**config.mk**
```make
export PLATFORM = sky130hd
export DESIGN_NAME = synth_prog_loader
export DESIGN_NICKNAME = d
export VERILOG_FILES = /design/src/rtl/synth_prog_loader.sv
export SDC_FILE = /design/constraint.sdc
export NUM_CORES = 1
export LEC_CHECK = 0
export BUFFER_PORTS_ARGS = -buffer_cell sky130_fd_sc_hd__buf_2
export CELL_PAD_IN_SITES_DETAIL_PLACEMENT = 1
export CELL_PAD_IN_SITES_GLOBAL_PLACEMENT = 1
export CORE_MARGIN = 1
export CORE_UTILIZATION = 30
export DETAILED_ROUTE_END_ITERATION = 6
export MAX_ROUTING_LAYER = met4
export PLACE_DENSITY_LB_ADDON = 0.3
export SLEW_MARGIN = 10
export SYNTH_ARGS = -nofsm -noshare
export SYNTH_HDL_FRONTEND = slang
export SYNTH_SLANG_ARGS = --single-unit
```
**constraint.sdc**
```tcl
create_clock -name clk -period 2.8 [get_ports clk]
set_clock_uncertainty 0.15 [all_clocks]
set_input_delay 0.56 -clock clk [delete_from_list [all_inputs] [get_ports clk]]
set_output_delay 0.56 -clock clk [all_outputs]
set_load 0.05 [all_outputs]
```
**src/rtl/synth_prog_loader.sv**
```systemverilog
module synth_prog_loader #(
  parameter int A_W = 7,
  parameter int M_W = 10,
  parameter int B_W = 2,
  parameter int R_W = 11,
  parameter int R_MIN = 3,
  parameter int SYNC_STAGES = 2
) (
  input  logic           clk,
  input  logic           rst_n,
  input  logic           ser_data,
  input  logic           ser_clk,
  input  logic           ser_en,
  output logic [A_W-1:0] a_word,
  output logic [M_W-1:0] m_word,
  output logic [B_W-1:0] band_out,
  output logic [R_W-1:0] r_word,
  output logic           div_restart
);
  localparam int SHORT = A_W + M_W + B_W;
  localparam int FULL  = SHORT + R_W;
  localparam int CW    = $clog2(FULL + 1);

  logic [SYNC_STAGES-1:0] d_sync, c_sync, e_sync;
  logic                   c_prev, e_prev;
  logic                   d_s, c_s, en_s;
  logic [CW-1:0]          bit_cnt;
  logic [FULL-1:0]        sh;

  always_ff @(posedge clk or negedge rst_n) begin
    if (!rst_n) begin
      d_sync <= '0;
      c_sync <= '0;
      e_sync <= '0;
      c_prev <= 1'b0;
      e_prev <= 1'b0;
    end else begin
      d_sync <= {d_sync[SYNC_STAGES-2:0], ser_data};
      c_sync <= {c_sync[SYNC_STAGES-2:0], ser_clk};
      e_sync <= {e_sync[SYNC_STAGES-2:0], ser_en};
      c_prev <= c_s;
      e_prev <= en_s;
    end
  end

  assign d_s  = d_sync[SYNC_STAGES-1];
  assign c_s  = c_sync[SYNC_STAGES-1];
  assign en_s = e_sync[SYNC_STAGES-1];

  wire clk_fall  = c_prev & ~c_s;
  wire en_fall   = e_prev & ~en_s;
  wire en_rise   = ~e_prev & en_s;
  wire take_bit  = en_s & clk_fall & (bit_cnt != CW'(FULL));
  wire full_hit  = en_fall & (bit_cnt == CW'(FULL));
  wire short_hit = en_fall & (bit_cnt == CW'(SHORT));
  wire r_ok      = sh[R_W-1:0] >= R_W'(R_MIN);

  always_ff @(posedge clk or negedge rst_n) begin
    if (!rst_n) begin
      bit_cnt <= '0;
      sh      <= '0;
    end else begin
      if (en_rise)
        bit_cnt <= '0;
      else if (take_bit)
        bit_cnt <= bit_cnt + 1'b1;
      if (take_bit)
        sh <= {sh[FULL-2:0], d_s};
    end
  end

  always_ff @(posedge clk or negedge rst_n) begin
    if (!rst_n) begin
      a_word      <= '0;
      m_word      <= '0;
      band_out    <= '0;
      r_word      <= R_W'(R_MIN);
      div_restart <= 1'b0;
    end else begin
      div_restart <= full_hit | short_hit;
      if (full_hit) begin
        a_word   <= sh[FULL-1 -: A_W];
        m_word   <= sh[FULL-1-A_W -: M_W];
        band_out <= sh[R_W +: B_W];
        if (r_ok)
          r_word <= sh[R_W-1:0];
      end else if (short_hit) begin
        a_word   <= sh[SHORT-1 -: A_W];
        m_word   <= sh[B_W +: M_W];
        band_out <= sh[B_W-1:0];
      end
    end
  end
endmodule

```
Word level (Yosys, flattened, before mapping)
Cells that the tools add are included.
Operators by class
  add/subtract/negate cells: 1
  magnitude comparators: 1
  equality and inequality tests: 3
  mux-type cells: 8
  bitwise operators: 11
  reduce and logical (&&, ||, !) cells: 3
Operators by type and width (number)
  $mux W10: 2
  $mux W7: 2
  $ge A11 B2 Y1 const B: 1
  $eq A5 B5 Y1 const B: 2
  $mux W5: 2
  $and A1 B1 Y1: 7
  $add A5 B1 Y5 const B: 1
  $ne A5 B5 Y1 const B: 1
  $mux W2: 2
  $reduce_bool A2 Y1: 2
  $not A1 Y1: 3
  $reduce_and A2 Y1: 1
  $or A1 B1 Y1: 1
Word-level totals
  flip-flop bits (word level): 74
  input bits: 5
  output and inout port bits: 31
  logic and storage cells: 39

Depth between registers and ports, before layout
  depth in word-level cells: 6
  mapped depth: 8
  gate-level depth less buffers: 6

Worst setup path after synthesis
OpenSTA, ideal clock, no wires.
  path type: register to register
  start point: register bit_cnt[0]
  end point: register r_word[3]
  setup time: 125 ps
  data arrival time: 1585 ps
  required time: 2525 ps
  path slack: 940 ps
  stages on the path, launching flop included: 9
  buffers on the path: 2
  clock period less this slack: 1860 ps
  cells stage by stage: dfrtp_1 -> inv_1 -> ha_1 -> and4_4 -> and2_4 -> buf_6 -> o41ai_2 -> buf_6 -> mux2_4
Between the ends
  word-level cells in the longest chain between the ends: 3
Ends and longest elaborated chain
  start, declared: line 27  | logic [CW-1:0] bit_cnt;
  start signal, assigned: line 66  | bit_cnt <= bit_cnt + 1'b1;
  $eq A5 B5 Y1: line 54  | wire full_hit = en_fall & (bit_cnt == CW'(FULL));
  $and A1 B1 Y1: line 54
  $reduce_and A2 Y1 (no source line)
  end signal, assigned: line 77  | r_word <= R_W'(R_MIN);
  end signal, assigned: line 86  | r_word <= sh[R_W-1:0];
  end, declared: line 17  | output logic [R_W-1:0] r_word,
Every way passes these cells.
A chain may end at the register's enable or synchronous reset.

Worst setup path after layout
  start point: register sh[6]
  end point: register r_word[0]
Between the ends
  word-level cells in the longest chain between the ends: 2
Ends and longest elaborated chain
  start, declared: line 28  | logic [FULL-1:0] sh;
  start signal, assigned: line 68  | sh <= {sh[FULL-2:0], d_s};
  $ge A11 B2 Y1: line 56  | wire r_ok = sh[R_W-1:0] >= R_W'(R_MIN);
  $reduce_and A2 Y1 (no source line)
Every way passes these cells.

==> flow_metrics.py <==
metrics = {
    "status": {
        "status": "completed",
    },
    "die": {
        "initial_utilization_pct": 30.8,
        "die_y_um": 102,
        "die_area_mm2": 0.0103,
        "core_mm2": 0.00968,
        "die_x_um": 102,
        "fp-row-count": 36,
        "pin_count": 36,
    },
    "clock_tree": {
        "cts_tree": "built",
        "cts-root-to-sink-buffers": 2,
        "cts.htree.levels": 3,
        "worstSkewPairLatency_ns": 0.35,
        "root_buffer": "clkbuf_8",
        "numCtsBuffers": 9,
        "cts.repair.resized": 0,
        "cts.sinks": 74,
        "clkTransAtPathRegs_ns": 0.09,
    },
    "timing": {
        "timing.final.crit_period_ns": 2.22,
        "rsz0062_at_grt": "false",
        "worstMarginPinSlew_ns": 0.877,
        "setup_slack_ns": 0.576,
        "timing.slew.headroom_pct": 41.3,
        "slew_viol_final": 0,
        "tns_ns": 0,
        "finalSetupViolCount": 0,
        "min_period_over_period_pct": 79.4,
        "fmax_mhz": 450,
        "hold_viol_final": 0,
    },
    "placement": {
        "placed_cells": 463,
        "portBuffers": 35,
        "pre_cts_ws_ns": 0.581,
        "place_congestion": 0.747,
        "dpl.hpwl_mm": 4.98,
    },
    "finish": {
        "area_growth_pct": 17.8,
        "layout_common_cells": "132 x nand2_1, 72 x dfrtp_1, 34 x buf_2, 22 x nor2_1, 19 x a31oi_1",
        "final_cells": 480,
        "drive_gt1_share_pct": 21.0,
        "antenna_cells": 0,
        "fin_nets": 349,
        "layout_commonest_cell": "nand2_1",
    },
    "critical_path": {
        "crit-reg2reg-launch": "sh[6]",
        "crit_arrival_ns": 2.35,
        "rrSetupSlack_ns": 0.58,
        "rr_worst_depth": 4,
        "cp-start-kind": "flip-flop",
        "critPathKind": "flip-flop to flip-flop",
        "endpoint_kind": "flip-flop",
        "cp-startpoint": "sh[6]",
        "worstPathRequired_ns": 2.93,
        "r2r_end": "r_word[0]",
        "crit_end": "r_word[0]",
        "cp_max_fo": 11,
    },
    "power_and_ir_drop": {
        "vdd_drop_max_uv": 233,
        "powerDensity_mw_per_mm2": 573,
        "total_leakage_power_uw": 0.00189,
    },
    "grt": {
        "grt_max_degree": 46,
        "grt_use_total_pct": 16.9,
        "grt_pass1_wl_mm": 12.5,
        "antenna_found_initial": 0,
        "grt_pass1_vias": 2327,
        "gr-total-overflow": 0,
    },
    "synthesis": {
        "synth.net_count": 310,
        "synth-seq-area-share_pct": 62.2,
        "avgSynthCellArea_um2": 9.84,
        "syn_area_mm2": 0.00298,
        "synth_cells": 303,
        "yosysWarnings": 0,
        "synth.distinct_cells": 33,
        "yosys_register_bits": 74,
    },
    "detailed_routing": {
        "viasPerCell": 4.75,
        "first_pass_iters": 4,
        "wl_per_cell_um": 15.5,
        "drt_iter0_drc": 111,
        "final_antenna_net_count": 0,
        "drc": 0,
        "vias": 2278,
        "wirelength_mm": 7.45,
    },
    "worst_hold_path": {
        "min_from": "ser_clk",
        "hold_class": "input pin to flip-flop",
    },
    "run": {
        "maxCapViolCount": 0,
    },
}
## per-stage QoR
step	hold WS (ns)	total power, uW	utilization (%)	cell area [um2]
floorplan	0.114	1220	-	2980
global placement	0.182	1280	34.3	3320
detailed placement	0.186	1290	34.4	3330
CTS	0.141	2050	36.3	3510
global route	0.135	2120	36.3	3510
finish	0.159	2010	36.3	3510
## report_power, final
part	switching, uW	internal, uW	total, uW
registers	49.8	1110	1160
logic	72.6	39.8	112
clock network	428	318	746
## logic make-up (layout without fill, tap and decap cells)
kind of cell | after synthesis | count (layout) | synth area share (%)
AOI/OAI and AO/OA | 32 | 32 | 7.64
xor gates and xnor gates | 1 | 1 | 0.294
adders and majority gates | 2 | 2 | 0.839
buffers and inverters | 18 | 62 | 2.90
DFF | 74 | 74 | 62.2
muxes | 7 | 7 | 3.23
and+or+nand+nor | 169 | 169 | 22.9
## cells in the mapped netlist
master	number	area, um2
nand2_1	132	495
dfrtp_1	72	1800
nor2_1	23	86.3
a31oi_1	19	119
clkbuf_1	11	41.3
a22o_1	6	52.6
mux2_4	5	75.1
buf_2	3	15.0
buf_6	2	22.5
dfstp_2	2	52.6
ha_1	2	25.0
inv_1	2	7.51
nand2b_1	2	12.5
nor3_1	2	10.0
o21ai_0	2	10.0
a211oi_1	1	7.51
a21oi_1	1	5.00
a311oi_1	1	8.76
a31o_2	1	8.76
and2_1	1	6.26
and2_4	1	8.76
and3b_1	1	8.76
and4_4	1	11.3
and4bb_2	1	12.5
mux2_2	1	11.3
mux2i_1	1	10.0
nand3_1	1	5.00
nand3b_1	1	7.51
nand4_1	1	6.26
nor2b_1	1	6.26
nor4_1	1	6.26
o41ai_2	1	16.3
xnor2_1	1	8.76
## critical path: stages, from the launching register on
cell     delay (ns)
dfrtp_1        0.44
nor4_1         0.28
nand2_1        0.13
o41ai_4        0.72
mux2_2         0.41
## cell type report
class / instances / area, um2
inverters: 2 / 7.51
fillers: 1113 / 6170
clock inverters: 7 / 46.3
well taps: 133 / 166
repair buffers: 44 / 260
multi-input cells: 211 / 1050
clock buffers: 9 / 124
flip-flops and latches: 74 / 1850
## sequential cells by signal, indices dropped and copies added, names as in the netlist
signal	flops
c_prev	1
d_sync	2
e_prev	1
bit_cnt	5
a_word	7
div_restart	1
c_sync	2
m_word	10
r_word	11
e_sync	2
band_out	2
sh	30
## timing repair
| item | CTS | global route |
|---|---|---|
| endpoints found under the hold margin | 14 | 0 |
| setup buffers | 0 | 0 |
| hold buffers | 1 | 0 |
## how the worst min path moves through the flow
| stage | endpoint | slack, ns | cells past startpoint |
|---|---|---|---|
| floorplan | a_word[0] | 0.11 | 0 |
| global placement | c_sync[1] | 0.18 | 0 |
| detailed placement | c_sync[1] | 0.19 | 0 |
| CTS | c_sync[0] | 0.14 | 1 |
| global route | c_sync[0] | 0.13 | 1 |
| finish | c_sync[0] | 0.16 | 1 |
## layer usage
| layer | track usage, % | wire length, um |
|---|---|---|
| met1 | 23.4 | 3670 |
| met2 | 24.4 | 3410 |
| met3 | 3.45 | 278 |
| met4 | 6.02 | 99 |
| met5 | - | 0 |
(Power assumes the default switching activity.)
